===== src/rtl/fseq_pkg.sv =====
package fseq_pkg;

  // schedule lengths
  localparam int unsigned SHORT_LEN = 4;
  localparam int unsigned LONG_LEN  = 5;
  localparam int unsigned IDX_W     = $clog2(LONG_LEN);

  typedef logic [IDX_W-1:0] step_idx_t;

  // last index of the active schedule
  function automatic step_idx_t last_index(input logic five);
    return five ? step_idx_t'(LONG_LEN - 1) : step_idx_t'(SHORT_LEN - 1);
  endfunction

  // index following idx, wrapping at the end of the schedule
  function automatic step_idx_t next_index(input logic five, input step_idx_t idx);
    return (idx == last_index(five)) ? '0 : step_idx_t'(idx + 1'b1);
  endfunction

  // half-frame steps are the same in both schedules
  function automatic logic step_half(input step_idx_t idx);
    return (idx == step_idx_t'(0)) || (idx == step_idx_t'(2));
  endfunction

  // only step 0 of the four-step schedule raises the interrupt
  function automatic logic step_raises_irq(input logic five, input step_idx_t idx);
    return !five && (idx == step_idx_t'(0));
  endfunction

endpackage


===== src/rtl/fseq_stepper.sv =====
module fseq_stepper
  import fseq_pkg::*;
(
  input  logic      clk,
  input  logic      rst_n,
  input  logic      step_en,
  input  logic      mode_wr,
  input  logic      mode_sel,
  output step_idx_t cur_idx,
  output logic      five_mode,
  output logic      step_fire
);

  step_idx_t idx_q;
  logic      five_q;

  // a mode write swallows a coincident step
  always_comb step_fire = step_en && !mode_wr;

  always_ff @(posedge clk) begin
    if (!rst_n) begin
      idx_q  <= '0;
      five_q <= 1'b0;
    end else if (mode_wr) begin
      idx_q  <= '0;
      five_q <= mode_sel;
    end else if (step_fire) begin
      idx_q  <= next_index(five_q, idx_q);
    end
  end

  assign cur_idx   = idx_q;
  assign five_mode = five_q;

  assert_idx_range_R4: assert property (@(posedge clk) disable iff (!rst_n)
    (five_q ? (int'(idx_q) < LONG_LEN) : (int'(idx_q) < SHORT_LEN)));

  assert_modewr_restart_R8: assert property (@(posedge clk) disable iff (!rst_n)
    $past(mode_wr) |-> (idx_q == '0) && (five_q == $past(mode_sel)));

endmodule


===== src/rtl/fseq_decode.sv =====
module fseq_decode
  import fseq_pkg::*;
(
  input  logic      clk,
  input  logic      rst_n,
  input  logic      step_fire,
  input  step_idx_t cur_idx,
  input  logic      five_mode,
  output logic      qtr_q,
  output logic      half_q,
  output logic      irq_set
);

  always_comb irq_set = step_fire && step_raises_irq(five_mode, cur_idx);

  always_ff @(posedge clk) begin
    if (!rst_n) begin
      qtr_q  <= 1'b0;
      half_q <= 1'b0;
    end else begin
      qtr_q  <= step_fire;
      half_q <= step_fire && step_half(cur_idx);
    end
  end

  assert_half_has_qtr_R2: assert property (@(posedge clk) disable iff (!rst_n)
    half_q |-> qtr_q);

  assert_strobe_cause_R5: assert property (@(posedge clk) disable iff (!rst_n)
    qtr_q |-> $past(step_fire));

endmodule


===== src/rtl/fseq_irq.sv =====
module fseq_irq (
  input  logic clk,
  input  logic rst_n,
  input  logic irq_set,
  input  logic irq_ack,
  input  logic irq_inhibit,
  output logic flag_q
);

  // inhibit beats set, set beats acknowledge
  always_ff @(posedge clk) begin
    if (!rst_n)           flag_q <= 1'b0;
    else if (irq_inhibit) flag_q <= 1'b0;
    else if (irq_set)     flag_q <= 1'b1;
    else if (irq_ack)     flag_q <= 1'b0;
  end

  assert_inhibit_clears_R7: assert property (@(posedge clk) disable iff (!rst_n)
    $past(irq_inhibit) |-> !flag_q);

  assert_set_cause_R3: assert property (@(posedge clk) disable iff (!rst_n)
    $rose(flag_q) |-> $past(irq_set));

  assert_flag_holds_R6: assert property (@(posedge clk) disable iff (!rst_n)
    (flag_q && !irq_ack && !irq_inhibit) |=> flag_q);

endmodule


===== src/rtl/frame_sequencer.sv =====
module frame_sequencer
  import fseq_pkg::*;
(
  input  logic clk,
  input  logic rst_n,
  input  logic step_en,
  input  logic mode_wr,
  input  logic mode_sel,
  input  logic irq_inhibit,
  input  logic irq_ack,
  output logic qtr_tick,
  output logic half_tick,
  output logic frame_irq
);

  step_idx_t cur_idx;
  logic      five_mode;
  logic      step_fire;
  logic      irq_set;

  fseq_stepper u_stepper (
    .clk       (clk),
    .rst_n     (rst_n),
    .step_en   (step_en),
    .mode_wr   (mode_wr),
    .mode_sel  (mode_sel),
    .cur_idx   (cur_idx),
    .five_mode (five_mode),
    .step_fire (step_fire)
  );

  fseq_decode u_decode (
    .clk       (clk),
    .rst_n     (rst_n),
    .step_fire (step_fire),
    .cur_idx   (cur_idx),
    .five_mode (five_mode),
    .qtr_q     (qtr_tick),
    .half_q    (half_tick),
    .irq_set   (irq_set)
  );

  fseq_irq u_irq (
    .clk         (clk),
    .rst_n       (rst_n),
    .irq_set     (irq_set),
    .irq_ack     (irq_ack),
    .irq_inhibit (irq_inhibit),
    .flag_q      (frame_irq)
  );

  assert_set_beats_ack_R9: assert property (@(posedge clk) disable iff (!rst_n)
    (irq_set && irq_ack && !irq_inhibit) |=> frame_irq);

  assert_no_irq_five_R3: assert property (@(posedge clk) disable iff (!rst_n)
    (five_mode && !irq_inhibit && !irq_ack && !frame_irq) |=> !frame_irq);

endmodule


===== config.mk =====
export PLATFORM = sky130hd
export DESIGN_NAME = frame_sequencer
export DESIGN_NICKNAME = d
export VERILOG_FILES = /design/src/rtl/fseq_pkg.sv /design/src/rtl/fseq_stepper.sv /design/src/rtl/fseq_decode.sv /design/src/rtl/fseq_irq.sv /design/src/rtl/frame_sequencer.sv
export SDC_FILE = /design/constraint.sdc
export NUM_CORES = 1
export LEC_CHECK = 0
export BUFFER_PORTS_ARGS = -buffer_cell sky130_fd_sc_hd__buf_2
export CELL_PAD_IN_SITES_DETAIL_PLACEMENT = 1
export CELL_PAD_IN_SITES_GLOBAL_PLACEMENT = 1
export CORE_AREA = 2 2 39 41
export CTS_CLUSTER_SIZE = 25
export DETAILED_ROUTE_END_ITERATION = 10
export DIE_AREA = 0 0 41 43
export HOLD_SLACK_MARGIN = 0.02
export PLACE_DENSITY = 0.63
export SETUP_SLACK_MARGIN = 0.05
export SLEW_MARGIN = 20
export SYNTH_ARGS = -nofsm -noshare
export SYNTH_HDL_FRONTEND = slang
export SYNTH_SLANG_ARGS = --single-unit
export TNS_END_PERCENT = 30

===== constraint.sdc =====
create_clock -name clk -period 1.3 [get_ports clk]
set_input_delay 0.39 -clock clk [delete_from_list [all_inputs] [get_ports clk]]
set_output_delay 0.39 -clock clk [all_outputs]
set_load 0.05 [all_outputs]

Yosys cells after proc, flatten, opt, wreduce, memory -nomap -nowiden. Cells that the tools add are included.

Register bits after elaboration: 7. Input port bits: 7. Output and inout bits: 3. Word-level logic and storage cells: 24.

$add $sub $neg: 1. Eq/ne operators: 2. Muxes and demuxes: 4. Bitwise logic cells: 1. Reduce and logical (&&, ||, !) cells: 11.

Operator list (number): 3-bit 2-to-1 mux (2); 1-bit logical AND (4); 2-bit OR reduction (2); 3-bit by 1-bit adder with 3-bit output (second input constant) (1); 3-bit by 2-bit equality test with 1-bit output (second input constant) (1); 3-bit equality test (1); 3-bit zero test (1); 1-bit zero test (2); 1-bit 2-to-1 mux (2); 2-bit nonzero test (1); 1-bit logical OR (1); 1-bit inverter (1).

Longest topological paths before layout.
Word-level depth: 4. Mapped depth: 4. Mapped depth without buffers: 4.

Cells and area by module. From an unflattened synthesis, not the netlist that was laid out.

Cells, all modules: 29. Area total of the unflattened synthesis: 341.6 um^2.

Modules (own cells, without submodules): fseq_stepper (times used 1, cells each 19, area each 221.5 um^2, sequential area each 80.1 um^2); fseq_decode (times used 1, cells each 6, area each 80.1 um^2, sequential area each 40.0 um^2); fseq_irq (times used 1, cells each 4, area each 40.0 um^2, sequential area each 20.0 um^2).

Worst setup path before layout. OpenSTA, ideal clock, no wires.

Path kind: register to register. Start: register u_stepper.idx_q[0] (netlist: u_stepper.cur_idx[0]). End: register u_stepper.idx_q[2] (netlist: u_stepper.cur_idx[2]). Library setup time: 0.070 ns. Data arrival time: 0.978 ns. Data required time: 1.230 ns. Path slack: 0.252 ns. Stages on the path, launching flop included: 5. Buffers on the path: 0. Clock period less this slack: 1.048 ns. Cell sequence: dfxtp_1 -> ha_1 -> nand2_1 -> a311o_1 -> a21oi_1.

Longest elaborated chain between the ends: 2. Elaborated cells on any way between the ends: 3. Classes of those cells: add/sub (1); eq/ne (1); mux (1).

Ends and longest elaborated chain: start, declared (RTL line fseq_stepper.sv:14) `step_idx_t idx_q;`; start signal, assigned (RTL line fseq_stepper.sv:28) `idx_q <= next_index(five_q, idx_q);`; 3-bit by 1-bit adder with 3-bit output / 3-bit equality test (equally long branches) (RTL line fseq_pkg.sv:17) `return (idx == last_index(five)) ? '0 : step_idx_t'(idx + 1'b1);`; 3-bit 2-to-1 mux * (RTL line fseq_pkg.sv:17).

Every way passes the cells marked *; elsewhere a longest branch is shown, timed or not. A chain may end at the register's enable or synchronous reset.

Final worst setup path.
Start: register u_irq.flag_q. End: output frame_irq.

RTL lines: start, declared (RTL line fseq_irq.sv:7) `output logic flag_q`; start signal, assigned (RTL line fseq_irq.sv:12) `if (!rst_n) flag_q <= 1'b0;`; start signal, assigned (RTL line fseq_irq.sv:13) `else if (irq_inhibit) flag_q <= 1'b0;`; start signal, assigned (RTL line fseq_irq.sv:14) `else if (irq_set) flag_q <= 1'b1;`; end, declared (RTL line frame_sequencer.sv:13) `output logic frame_irq`.

No word-level cell between the ends.

==> run_results.csv <==
group,metric,value,unit
route,vias_per_cell,4.43,
clocking,cts_sinks,7,
critical_path,path_class,"register to primary output",
floorplanning,die_y,43,um
global_routing,grt.total_usage,0.0946,
timing,fin_tns_setup,0,ns
route,drc_errors,0,
logic_synthesis,synth-compound-area-share,0.148,
logic_synthesis,yosys_warnings,0,
logic_synthesis,synthSimpleGateAreaFrac,0.176,
run,max_cap_violations,0,
timing,worst_slack,0.105,ns
global_routing,gr-total-overflow,0,
run_status,status,"finished clean",
route,firstDrtPassIters,1,
clocking,root_buffer,"clkbuf_4",
timing,worst_pin_slew,0.337,ns
timing,hold_slack,0.306,ns
critical_path,critical-path-max-stage-delay,0.33,ns
layout,n_antenna_cell,0,
route,wl,641,um
floorplanning,die_w,41,um
logic_synthesis,syn_area,320,sq um
logic_synthesis,netlist_instances,34,
layout,nFillCells,164,
critical_path,critPathMaxFanout,2,
clocking,cts_buffers,3,
floorplanning,core,1380,sq um
layout,layout-drive-gt1-share,0.306,
floorplanning,ios,10,
power,power_leakage,0.000192,uW
critical_path,worstPathCellList,"clkbuf_4",
route,vias,288,
logic_synthesis,yosysSeqAreaShare,0.437,
logic_synthesis,synth_top_family_by_area,"simple AND/OR/NAND/NOR gates",
layout,nNetsFinal,60,
timing,layout_min_cycle_time,1.19,ns
global_routing,grt_max_degree,7,
logic_synthesis,syn_avg_cell_area,9.42,sq um
logic_synthesis,ys_seq_elements,7,
global_routing,grt_pass1_wl,1.08,mm
floorplanning,rows,14,
critical_path,critical-path-top-delay-family,"flip-flops",
timing,finalMaxSlewViolations,0,
logic_synthesis,synth_mux_area_frac,0.0625,
place,placed_cells,61,
clocking,htree_levels,1,
logic_synthesis,synth_xor_area_frac,0,
critical_path,cp_slowest_cell,"dfxtp_1",
route,ant_nets,0,
critical_path,cp.arrival,0.80,ns
timing,grt_setup_unrepaired,"yes",
layout,areaGrowthSynthToFinish,34.0,%
clocking,clkTransAtPathRegs,0.05,ns
place,pre_cts_slack,0.115,ns
global_routing,grt_antenna_before_repair,0,
logic_synthesis,synth_cell_types,16,
power,cellPowerDensity,1120,nW/um^2
timing,maxSlewHeadroom,0.773,
power,power.total,481,uW
timing,setup_viol,0,
critical_path,path_buf_inv,1,
layout,fin_cells,65,
timing,finalClockSkew,0.000389,ns
place,place_congestion,0.753,
floorplanning,dieArea,1760,sq um
route,first_iter_violations,0,
timing,fmaxAchievable,837,MHz
logic_synthesis,syn-num-nets,44,
power,peakVddDrop,0.360,mV
clocking,cts_buffer_depth,2,
timing,min_period_over_period,0.919,
critical_path,cp_data_required_time,0.91,ns
place,hpwlAfterDp,516,um
clocking,hold_buffers,0,
clocking,tritoncts,"built",
floorplanning,initial_utilization,0.231,
critical_path,cp-end-kind,"primary output",
logic_synthesis,synth-adder-area-share,0.117,
place,io_buffers,9,
timing,hold_viol_final,0,
global_routing,first_global_vias,280,
critical_path,start_kind,"register",
min_path,holdCritPathClass,"input port to register",
clocking,clkLatencyLatePin,0.25,ns
route,wl_per_cell,9.86,um
[logic make-up after synthesis]
logic type,Yosys count
flip-flops,7
AO/OA/AOI/OAI,6
buffers and inverters,5
multiplexers,2
adder cells (fa/ha/maj),3
AND/OR/NAND/NOR,11
[Yosys cell counts, drive strengths merged]
library cell	n	area, sq um
mux2i	2	20.0
nor3	1	5.00
nand2b	2	12.5
nor2	3	11.3
nor4	1	6.26
nor2b	1	6.26
a32oi	1	8.76
a311o	2	20.0
dfxtp	7	140
nor3b	1	7.51
inv	5	18.8
a21oi	2	10.0
ha	3	37.5
o311ai	1	8.76
nand2	2	7.51
[timing repair]
item	CTS	global route
gates resized for setup	0	1
endpoints found under the setup margin	0	2
buffers inserted	0	0
[where the power goes]
part | internal (uW) | leakage, uW | switching [uW]
Clock | 117 | 0.0000150 | 76.9
Sequential | 222 | 0.0000571 | 5.42
Combinational | 25.5 | 0.000119 | 33.7
Total | 365 | 0.000192 | 116
[layout make-up]
class                           instances  area (sq um)  share of cell area
Multi-Input combinational cell         22           161               0.376
Timing Repair Buffer                   11          62.6               0.146
Tap cell                               16          20.0              0.0466
Clock buffer                            4          26.3              0.0612
Inverter                                5          18.8              0.0437
Sequential cell                         7           140               0.327
[stage by stage]
| step | instance area [sq um] | utilization |
|---|---|---|
| 3_3_place_gp | 400 | 0.289 |
| 5_1_grt | 429 | 0.310 |
| 2_1_floorplan | 320 | - |
| 4_1_cts | 427 | 0.308 |
| 6_report | 429 | 0.310 |
| 3_5_place_dp | 400 | 0.289 |
[flip-flops by register name, indices dropped and copies added, names as in the netlist]
name	cells
u_stepper.cur_idx	3
u_decode.half_q	1
u_decode.qtr_q	1
u_irq.flag_q	1
u_stepper.five_mode	1
[cell usage in the layout (no fill, tap or decap)]
| cell type | n |
|---|---|
| buf_2 | 8 |
| dfxtp_1 | 7 |
| inv_1 | 4 |
| clkbuf_4 | 4 |
| nor2_1 | 3 |
| ha_1 | 3 |
| nand2b_1 | 2 |
| mux2i_1 | 2 |
| a311o_1 | 2 |
| nand2_1 | 2 |
| a21oi_1 | 2 |
| buf_4 | 2 |
| inv_2 | 1 |
| nor3_1 | 1 |
| a32oi_1 | 1 |
| nor3b_1 | 1 |
| nor2b_1 | 1 |
| o311ai_0 | 1 |
| nor4_1 | 1 |
| clkbuf_1 | 1 |
[routing by layer]
metal  GRT usage  wire, um  up-vias  share of wire
li1            -         -      148              -
met1       0.100       292      131           0.46
met2       0.131       303        9           0.47
met3      0.0785        46        0          0.072
met4      0.0400         0        0              0
met5           0         0        -              0
[worst paths after layout]
path,start,to,slack (ns),cells after the start
setup / recovery,u_irq.flag_q$_SDFFE_PP0P_,frame_irq,0.11,1
hold reg to reg,u_stepper.cur_idx[2]$_SDFFE_PP0P_,u_decode.half_q$_SDFF_PN0_,0.51,1
hold / removal,irq_inhibit,u_irq.flag_q$_SDFFE_PP0P_,0.31,2
setup reg to reg,u_stepper.cur_idx[1]$_SDFFE_PP0P_,u_stepper.cur_idx[2]$_SDFFE_PP0P_,0.14,4
Note: power is estimated with default switching activity, not from simulation.
